### config.mk
export PLATFORM = sky130hd
export DESIGN_NAME = rx_silo
export DESIGN_NICKNAME = d
export VERILOG_FILES = /design/src/rtl/rx_silo_pkg.sv /design/src/rtl/rx_line_arb.sv /design/src/rtl/rx_silo_fifo.sv /design/src/rtl/rx_silo_irq.sv /design/src/rtl/rx_silo.sv
export SDC_FILE = /design/constraint.sdc
export NUM_CORES = 1
export LEC_CHECK = 0
export CORE_ASPECT_RATIO = 1.1
export CORE_MARGIN = 2
export CORE_UTILIZATION = 45
export DETAILED_ROUTE_END_ITERATION = 12
export PLACE_DENSITY = 0.64
export SLEW_MARGIN = 0
export SYNTH_ARGS = -nofsm -noshare
export SYNTH_HDL_FRONTEND = slang
export SYNTH_SLANG_ARGS = --single-unit
### constraint.sdc
create_clock -name clk -period 3.87 [get_ports clk]
set_input_delay 0.774 -clock clk [delete_from_list [all_inputs] [get_ports clk]]
set_output_delay 0.774 -clock clk [all_outputs]
set_load 0.02 [all_outputs]
### src/rtl/rx_silo_pkg.sv
package rx_silo_pkg;
  localparam int NLINES = 16;
  localparam int CHW    = 8;
  localparam int LNW    = $clog2(NLINES);

  // control write bit positions
  localparam int C_RIE   = 6;
  localparam int C_RFLAG = 7;
  localparam int C_MAINT = 9;
  localparam int C_MCLR  = 11;

  typedef struct packed {
    logic           ovr;
    logic           fe;
    logic           pe;
    logic [LNW-1:0] line;
    logic [CHW-1:0] ch;
  } silo_ent_t;
endpackage

### src/rtl/rx_line_arb.sv
module rx_line_arb #(
  parameter int N = 16
) (
  input  logic         clk,
  input  logic         rst_n,
  input  logic [N-1:0] req,
  output logic [N-1:0] gnt
);
  always_comb begin
    gnt = '0;
    for (int i = N - 1; i >= 0; i--) begin
      if (req[i]) begin
        gnt    = '0;
        gnt[i] = 1'b1;
      end
    end
  end


  gnt_onehot_chk: assert property (@(posedge clk) disable iff (!rst_n) $onehot0(gnt));

  gnt_needs_req_chk: assert property (@(posedge clk) disable iff (!rst_n) (gnt & ~req) == '0);
endmodule

### src/rtl/rx_silo_fifo.sv
module rx_silo_fifo
  import rx_silo_pkg::*;
#(
  parameter int DEPTH = 64,
  localparam int AW = $clog2(DEPTH),
  localparam int CW = AW + 1
) (
  input  logic          clk,
  input  logic          rst_n,
  input  logic          clr,
  input  logic          push,
  input  silo_ent_t     push_ent,
  input  logic          pop,
  output logic [15:0]   rd_word,
  output logic [CW-1:0] cnt,
  output logic [CW-1:0] cnt_nxt
);
  localparam int EW = $bits(silo_ent_t);

  logic [EW-1:0] mem [DEPTH];
  logic [AW-1:0] wp, rp;
  logic          ovr_pend;
  logic          full, empty, do_pop, do_push, drop;
  silo_ent_t     wr_ent;

  assign full    = (cnt == CW'(DEPTH));
  assign empty   = (cnt == '0);
  assign do_pop  = pop && !empty && !clr;
  assign do_push = push && !clr && (!full || do_pop);
  assign drop    = push && !clr && full && !do_pop;

  always_comb begin
    wr_ent     = push_ent;
    wr_ent.ovr = push_ent.ovr | ovr_pend;
  end

  assign cnt_nxt = clr ? '0 : (cnt + CW'(do_push) - CW'(do_pop));

  function automatic logic [AW-1:0] bump(input logic [AW-1:0] p);
    return (p == AW'(DEPTH - 1)) ? '0 : p + 1'b1;
  endfunction

  always_ff @(posedge clk) begin
    if (do_push) mem[wp] <= wr_ent;
  end

  always_ff @(posedge clk or negedge rst_n) begin
    if (!rst_n) begin
      wp       <= '0;
      rp       <= '0;
      cnt      <= '0;
      ovr_pend <= 1'b0;
      rd_word  <= '0;
    end else begin
      cnt <= cnt_nxt;
      if (pop) rd_word <= (pop && !empty) ? {1'b1, mem[rp]} : 16'h0000;
      if (clr) begin
        wp       <= '0;
        rp       <= '0;
        ovr_pend <= 1'b0;
      end else begin
        if (do_push) wp <= bump(wp);
        if (do_pop)  rp <= bump(rp);
        if (drop)         ovr_pend <= 1'b1;
        else if (do_push) ovr_pend <= 1'b0;
      end
    end
  end


  cnt_bound_chk: assert property (@(posedge clk) disable iff (!rst_n) cnt <= CW'(DEPTH));

  empty_read_chk: assert property (@(posedge clk) disable iff (!rst_n) (pop && empty) |=> (rd_word == 16'h0000));

  drop_hold_chk: assert property (@(posedge clk) disable iff (!rst_n) drop |=> $stable(cnt));

  both_hold_chk: assert property (@(posedge clk) disable iff (!rst_n) (do_push && do_pop) |=> $stable(cnt));
endmodule

### src/rtl/rx_silo_irq.sv
module rx_silo_irq
  import rx_silo_pkg::*;
#(
  parameter int CW        = 7,
  parameter int ALARM_RST = 16
) (
  input  logic          clk,
  input  logic          rst_n,
  input  logic          ctl_wr,
  input  logic [15:0]   ctl_wdata,
  input  logic          alarm_wr,
  input  logic [CW-1:0] alarm_wdata,
  input  logic [CW-1:0] cnt_nxt,
  output logic          clr,
  output logic          rx_pend,
  output logic          rx_irq
);
  logic          rie, maint, lvl_pend, armed, tst_pend;
  logic [CW-1:0] alarm_q;
  logic          sw_clr, below, tst_set;
  logic          ctl_unused;

  assign ctl_unused = ^{ctl_wdata[15:12], ctl_wdata[10], ctl_wdata[8], ctl_wdata[5:0], maint};
  assign clr     = ctl_wr && ctl_wdata[C_MCLR];
  assign sw_clr  = ctl_wr && !ctl_wdata[C_RFLAG] && !clr;
  assign tst_set = ctl_wr && !clr && ctl_wdata[C_MAINT] && ctl_wdata[C_RFLAG] && ctl_wdata[C_RIE];
  assign below   = cnt_nxt < alarm_q;

  always_ff @(posedge clk or negedge rst_n) begin
    if (!rst_n) begin
      rie      <= 1'b0;
      maint    <= 1'b0;
      lvl_pend <= 1'b0;
      armed    <= 1'b1;
      tst_pend <= 1'b0;
      alarm_q  <= CW'(ALARM_RST);
    end else begin
      if (alarm_wr) alarm_q <= alarm_wdata;
      if (clr) begin
        rie      <= 1'b0;
        maint    <= 1'b0;
        lvl_pend <= 1'b0;
        armed    <= 1'b1;
        tst_pend <= 1'b0;
      end else begin
        if (ctl_wr) begin
          rie   <= ctl_wdata[C_RIE];
          maint <= ctl_wdata[C_MAINT];
        end
        if (tst_set)     tst_pend <= 1'b1;
        else if (sw_clr) tst_pend <= 1'b0;
        if (sw_clr) begin
          lvl_pend <= 1'b0;
          armed    <= 1'b0;
        end else if (below) begin
          lvl_pend <= 1'b0;
          armed    <= 1'b1;
        end else if (armed) begin
          lvl_pend <= 1'b1;
        end
      end
    end
  end

  assign rx_pend = lvl_pend | tst_pend;
  assign rx_irq  = rx_pend & rie;


  sw_clear_chk: assert property (@(posedge clk) disable iff (!rst_n) sw_clr |=> !rx_pend);

  mclr_chk: assert property (@(posedge clk) disable iff (!rst_n) clr |=> (!rx_pend && !rx_irq));

  loop_set_chk: assert property (@(posedge clk) disable iff (!rst_n) tst_set |=> rx_pend);
endmodule

### src/rtl/rx_silo.sv
module rx_silo
  import rx_silo_pkg::*;
#(
  parameter int DEPTH     = 64,
  parameter int ALARM_RST = 16,
  localparam int CW = $clog2(DEPTH) + 1
) (
  input  logic                  clk,
  input  logic                  rst_n,
  input  logic [NLINES-1:0]     line_vld,
  input  logic [NLINES*CHW-1:0] line_char,
  input  logic [NLINES-1:0]     line_pe,
  input  logic [NLINES-1:0]     line_fe,
  output logic [NLINES-1:0]     line_rdy,
  input  logic                  rd_en,
  output logic [15:0]           rd_word,
  input  logic                  ctl_wr,
  input  logic [15:0]           ctl_wdata,
  input  logic                  alarm_wr,
  input  logic [CW-1:0]         alarm_wdata,
  output logic                  rx_pend,
  output logic                  rx_irq
);
  logic [NLINES-1:0] gnt;
  silo_ent_t         ent;
  logic              clr;
  logic [CW-1:0]     cnt, cnt_nxt;
  logic              cnt_unused;

  assign cnt_unused = ^cnt;

  rx_line_arb #(.N(NLINES)) u_arb (
    .clk(clk), .rst_n(rst_n), .req(line_vld), .gnt(gnt)
  );

  assign line_rdy = gnt;

  always_comb begin
    ent = '0;
    for (int i = 0; i < NLINES; i++) begin
      if (gnt[i]) begin
        ent.ch   = line_char[i*CHW +: CHW];
        ent.line = LNW'(i);
        ent.pe   = line_pe[i];
        ent.fe   = line_fe[i];
      end
    end
  end

  rx_silo_fifo #(.DEPTH(DEPTH)) u_fifo (
    .clk(clk), .rst_n(rst_n), .clr(clr), .push(|gnt), .push_ent(ent),
    .pop(rd_en), .rd_word(rd_word), .cnt(cnt), .cnt_nxt(cnt_nxt)
  );

  rx_silo_irq #(.CW(CW), .ALARM_RST(ALARM_RST)) u_irq (
    .clk(clk), .rst_n(rst_n), .ctl_wr(ctl_wr), .ctl_wdata(ctl_wdata),
    .alarm_wr(alarm_wr), .alarm_wdata(alarm_wdata), .cnt_nxt(cnt_nxt),
    .clr(clr), .rx_pend(rx_pend), .rx_irq(rx_irq)
  );
endmodule

# After elaboration in Yosys (flattened, before gate mapping)
# Memory sizes are Yosys's and may differ from the RTL's.
# Index checks and enable logic that the tools add are counted.
[word_totals] ff_bits=47 input_bits=204 word_cells=106 out_inout_bits=34 memories=1 ram_bits=960
[memory_table] memory="u_fifo.mem" words=64 width=15 rd=1 rd_clocked_by_memory_dff=0 write_ports=1 line="rx_silo_fifo.sv:20" source="logic [EW-1:0] mem [DEPTH];"
[op_classes] add_sub_neg=4 n_lt_le_gt_ge=1 mux=57 n_bitwise=2 eq_ne=3 n_reduce_logical=28
[op_table] cell="$mux 16" count=17
[op_table] cell="$mux 14" count=16
[op_table] cell="$mux 6" count=6
[op_table] cell="$mux 1" count=17
[op_table] cell="$reduce_or 16->1" count=1
[op_table] cell="$logic_and 1x1->1" count=13
[op_table] cell="$add 6x1->6 const B" count=2
[op_table] cell="$eq 6x6->1 const B" count=2
[op_table] cell="$reduce_bool 3->1" count=3
[op_table] cell="$add 7x1->7" count=1
[op_table] cell="$eq 7x7->1 const B" count=1
[op_table] cell="$logic_not 7->1" count=1
[op_table] cell="$lt 7x7->1" count=1
[op_table] cell="$mux 7" count=1
[op_table] cell="$sub 7x1->7" count=1
[op_table] cell="$reduce_bool 2->1" count=3
[op_table] cell="$logic_not 1->1" count=5
[op_table] cell="$reduce_bool 4->1" count=1
[op_table] cell="$and 1x1->1" count=1
[op_table] cell="$logic_or 1x1->1" count=1
[op_table] cell="$or 1x1->1" count=1

# Logic depth before layout (Yosys ltp)
[depth] ltp_word=32 ltp_mapped=21 mapped_depth_nobuf=21

# Hierarchy
# Synthesis repeated with hierarchy kept, for this count alone.
[unflattened] hier_cells=2274 hier_area_um2=41026.8
[by_module_without_submodules] module="rx_silo_fifo" seq_area_each_um2=29728.5 cells_each=1941 instances=1 area_each_um2=38722.1
[by_module_without_submodules] module="rx_silo" seq_area_each_um2=0.0 cells_each=242 instances=1 area_each_um2=1481.4
[by_module_without_submodules] module="rx_silo_irq" seq_area_each_um2=277.8 cells_each=59 instances=1 area_each_um2=576.8
[by_module_without_submodules] module="rx_line_arb" seq_area_each_um2=0.0 cells_each=32 instances=1 area_each_um2=246.5

# Least setup slack after synthesis
# Ideal clock, no wire load.
[synth_path] kind="input to register" from="in line_vld[1]" to="mem u_fifo.mem[0][10] (netlist bit), data pin" stages=5 slack_ns=-1.031 n_path_buf=1 setup_ns=0.702 arrival_ns=4.199 required_ns=3.168 cell_sequence="or3_1 -> buf_6 -> nor3_4 -> nand2_2 -> o21ai_0"
[synth_rtl] element="from (decl)" line="rx_silo.sv:10" source="input logic [NLINES-1:0] line_vld,"
[synth_rtl] element="to (decl)" line="rx_silo_fifo.sv:20"

# Worst setup path in the final report
[layout_path] from="in line_vld[2]" to="out line_rdy[9]"
[layout_via] elab_chain_cells=3
[layout_lines] element="$mux 16 (3 in a row)" line="rx_line_arb.sv:12" source="if (req[i]) begin"
[layout_lines] element="to (decl)" line="rx_silo.sv:14" source="output logic [NLINES-1:0] line_rdy,"
# No other way between the ends.

==> metrics <==
status=complete, no violations; power per cell area=~570 mW/mm^2; Final setup viols=0; drt pass-1 iters=5; Die W=291.6 um; Avg WL per Cell=27.35 um; critical-path maximum fanout=15; CTS tree=built; post-synthesis cell type count=between 60 and 70; critical path startpoint category=input port; total grt overflow=0; die area=slightly above 0.09 mm^2; Clk pin slew, worst setup/hold paths=around 60 ps; initial detailed-routing violation count=roughly 2500; Worst-Skew Late Latency=650 ps; cells after synthesis=2280; CP Cell Sequence=clkdlybuf4s50_1, or3_4, buf_4, nor4_2, buf_4, clkdlybuf4s50_1; final WL=approximately 110000 um; commonest non-fill, non-tap cell in the layout=edfxtp_1; max_cap viols=0; largest net degree at the start of global routing=65; row count=roughly 120; initial antenna violation count=2; worst r2r src=u_fifo.cnt[5]; io pins=238; min cycle time layout=between 3000 and 4000 ps; worst vdd ir=0.3071 mV; Setup Crit Path Kind=in -> out; vias in the first global route=between 20000 and 25000; CP startpoint=line_vld[2]; Layout Area Growth over Synthesis=20.88%; Worst EP arrival=approximately 3000 ps; CTS Buf Count=95; post-detail-place hpwl=67340 um; design area=around 0.050 mm^2; pre-CTS setup slack=-796.0 ps; vias per cell=5.946; Reg2Reg Capture Point=u_irq.armed; Worst Tran Pin Value=about 1300 ps; Longest Clk Path Bufs=3; Final Power=around 0.028 W; root buffer cell=clkbuf_16; GPL Wtd Cong=0.8787; most frequent cells in the layout=edfxtp_1 (960), clkdlybuf4s50_1 (215), mux4_2 (180), buf_4 (118), nand2_1 (110); Final Hold Vio Count=0; nets=approximately 2900; leakage=16.14 nW; H-tree depth=3; FF-to-FF setup slack=roughly 240 ps; final period utilization=~97%; ANT nets after route=0; GR Util All Layers=a little under a quarter; Max Clock Skew=between 20 and 30 ps; slowest CP cell=clkdlybuf4s50_1; Crit path buffers/inverters=4; Hold Path Class=in -> async; nature of the critical path endpoint=output port; asr flop ratio synth=4.667%; number of cells on the critical path=6; worst rel slew slack=under 10%; syn nets=between 2000 and 3000; global-route wire length before repair=around 160000 um; Yosys reg bits=1007; Initial Util=roughly 45%; residual DRC count=0; Die Ht=320.4 um; Fmax=between 200 and 300 MHz; Crit path max-delay family=buffers and inverters; register area share after synthesis=about three quarters; Diodes inserted=0; Yosys warnings=0; I/O Buffers=225; CP max stage delay=between 500 and 600 ps; Synth Flop Type=edfxtp_1; worst path required time=around 3100 ps; clock sinks=around 1000; Slew Viols, Final=0; Avg Cell Area, Syn=~18 um^2; CTS Hold Bufs=0; Area after DPL=~0.046 mm^2; depth of the worst register-to-register path=20; critical path endpoint=line_rdy[9]; Worst Slack Setup Final=125.2 ps; routed via count=about 23000; Post-synth EDFFs=960; fraction of layout cells with a size suffix above 1=21.80%; total core area=between 0.09 and 0.1 mm^2; Post-Syn Area=~0.041 mm^2
[cell families (layout without fill, tap and decap cells)]
| family | after synthesis | after routing | share of synthesized area (%) |
|---|---|---|---|
| compound gates | 427 | 427 | 7.353 |
| flops | 1007 | 1007 | 73.27 |
| simple gates | 381 | 381 | 4.540 |
| xor+xnor | 7 | 7 | 0.1497 |
| fa+ha+maj | 18 | 18 | 0.5682 |
| mux | 274 | 274 | 12.29 |
| buf+inv | 166 | 615 | 1.833 |
[layout make-up]
type | count | area, um^2
Fill cell | 6979 | 41060
Clock buffer | 111 | 2459
Timing Repair Buffer | 411 | 4512
Multi-Input combinational cell | 1107 | 10350
Clock inverter | 66 | 589.3
Sequential cell | 1007 | 30020
Tap cell | 1180 | 1476
Inverter | 27 | 101.3
[registers in the layout, summed over array words and instances (netlist names), 6 cells and up]
name,cells
u_fifo.mem,960
u_fifo.wp,6
u_irq.alarm_q,7
u_fifo.cnt,7
u_fifo.rp,6
u_fifo.rd_word,16
[stage by stage]
stage | std cells | TNS (ps) | utilization, % | hold slack, ps
3_5_place_dp | 3729 | -1943 | 51.17 | 488.4
3_3_place_gp | 3729 | -1545 | 51.17 | 473.1
5_1_grt | 3909 | -0.5662 | 54.66 | 145.0
2_1_floorplan | 2280 | 0 | - | 456.4
6_report | 3909 | 0 | 54.66 | 136.1
4_1_cts | 3907 | 0 | 54.56 | 108.3
[routing by layer]
| metal | part of all wire [%] | global-route usage (%) | up-vias |
|---|---|---|---|
| met5 | 0 | 0 | - |
| met4 | 3.1 | 8.041 | 0 |
| met3 | 5.9 | 2.723 | 185 |
| met2 | 52 | 39.78 | 892 |
| met1 | 39 | 29.32 | 12070 |
| li1 | - | - | 10094 |
[what timing repair did]
item,CTS,global route
endpoints found under the setup margin,4,5
gates cloned,0,0
resized for setup,5,24
buffers inserted,1,2
pin swaps,4,17
[power breakdown]
| group | internal, W | total (W) | switching [W] | leakage (nW) |
|---|---|---|---|---|
| combinational | 0.00268 | 0.00623 | 0.00356 | 5.35 |
| clock | 0.00511 | 0.00912 | 0.00401 | 1.48 |
| sequential | 0.0125 | 0.0128 | 0.000364 | 9.32 |
[how the worst min path moves through the flow]
stage	startpoint	endpoint	cells past startpoint
after CTS	rst_n	u_fifo.cnt[5]	1
after global placement	u_irq.tst_pend	u_irq.tst_pend	1
final	rst_n	u_fifo.cnt[4]	1
after global routing	rst_n	u_fifo.cnt[2]	1
after detailed placement	u_irq.tst_pend	u_irq.tst_pend	1
after floorplan	u_irq.tst_pend	u_irq.tst_pend	1
[cell usage after synthesis (10+ instances only)]
cell       count  share of area [%]
a221o_1       10               0.24
mux4_2       180                9.9
mux2_2        31               0.85
buf_4         12               0.22
a22oi_1       98                1.8
mux2i_1       63                1.5
o21ai_0       69               0.84
clkbuf_1      72               0.66
nand3_1       20               0.24
nor2_1       107               0.98
buf_2         48               0.59
nor3_1        22               0.27
o31ai_1       10               0.18
and2_1        10               0.15
a2111oi_0     30               0.64
nand2_1      111                1.0
a22o_1        11               0.24
inv_1         27               0.25
edfxtp_1     960                 70
a211oi_1      49               0.90
a21oi_1       27               0.33
dfrtp_1       45                2.7
o41ai_1       15               0.32
nor2b_1       63               0.96
o22ai_1       71                1.1
ha_1          17               0.52
[worst register-to-register path: stages, from the launching register on]
cell and delay, ps:
dfrtp_1 400, inv_2 70, ha_1 140, nand4bb_1 150
buf_4 170, nor3b_1 360, nor3_1 120, ha_2 200
inv_2 60, fa_2 200, nand2b_4 130, a21oi_2 60
o21ai_2 160, a21oi_2 70, or3_1 380, a21oi_2 170
ha_1 270, a21oi_2 140, o21a_1 170, o22ai_2 70
nand2_1 70
Note: power is estimated with default switching activity, not from simulation.
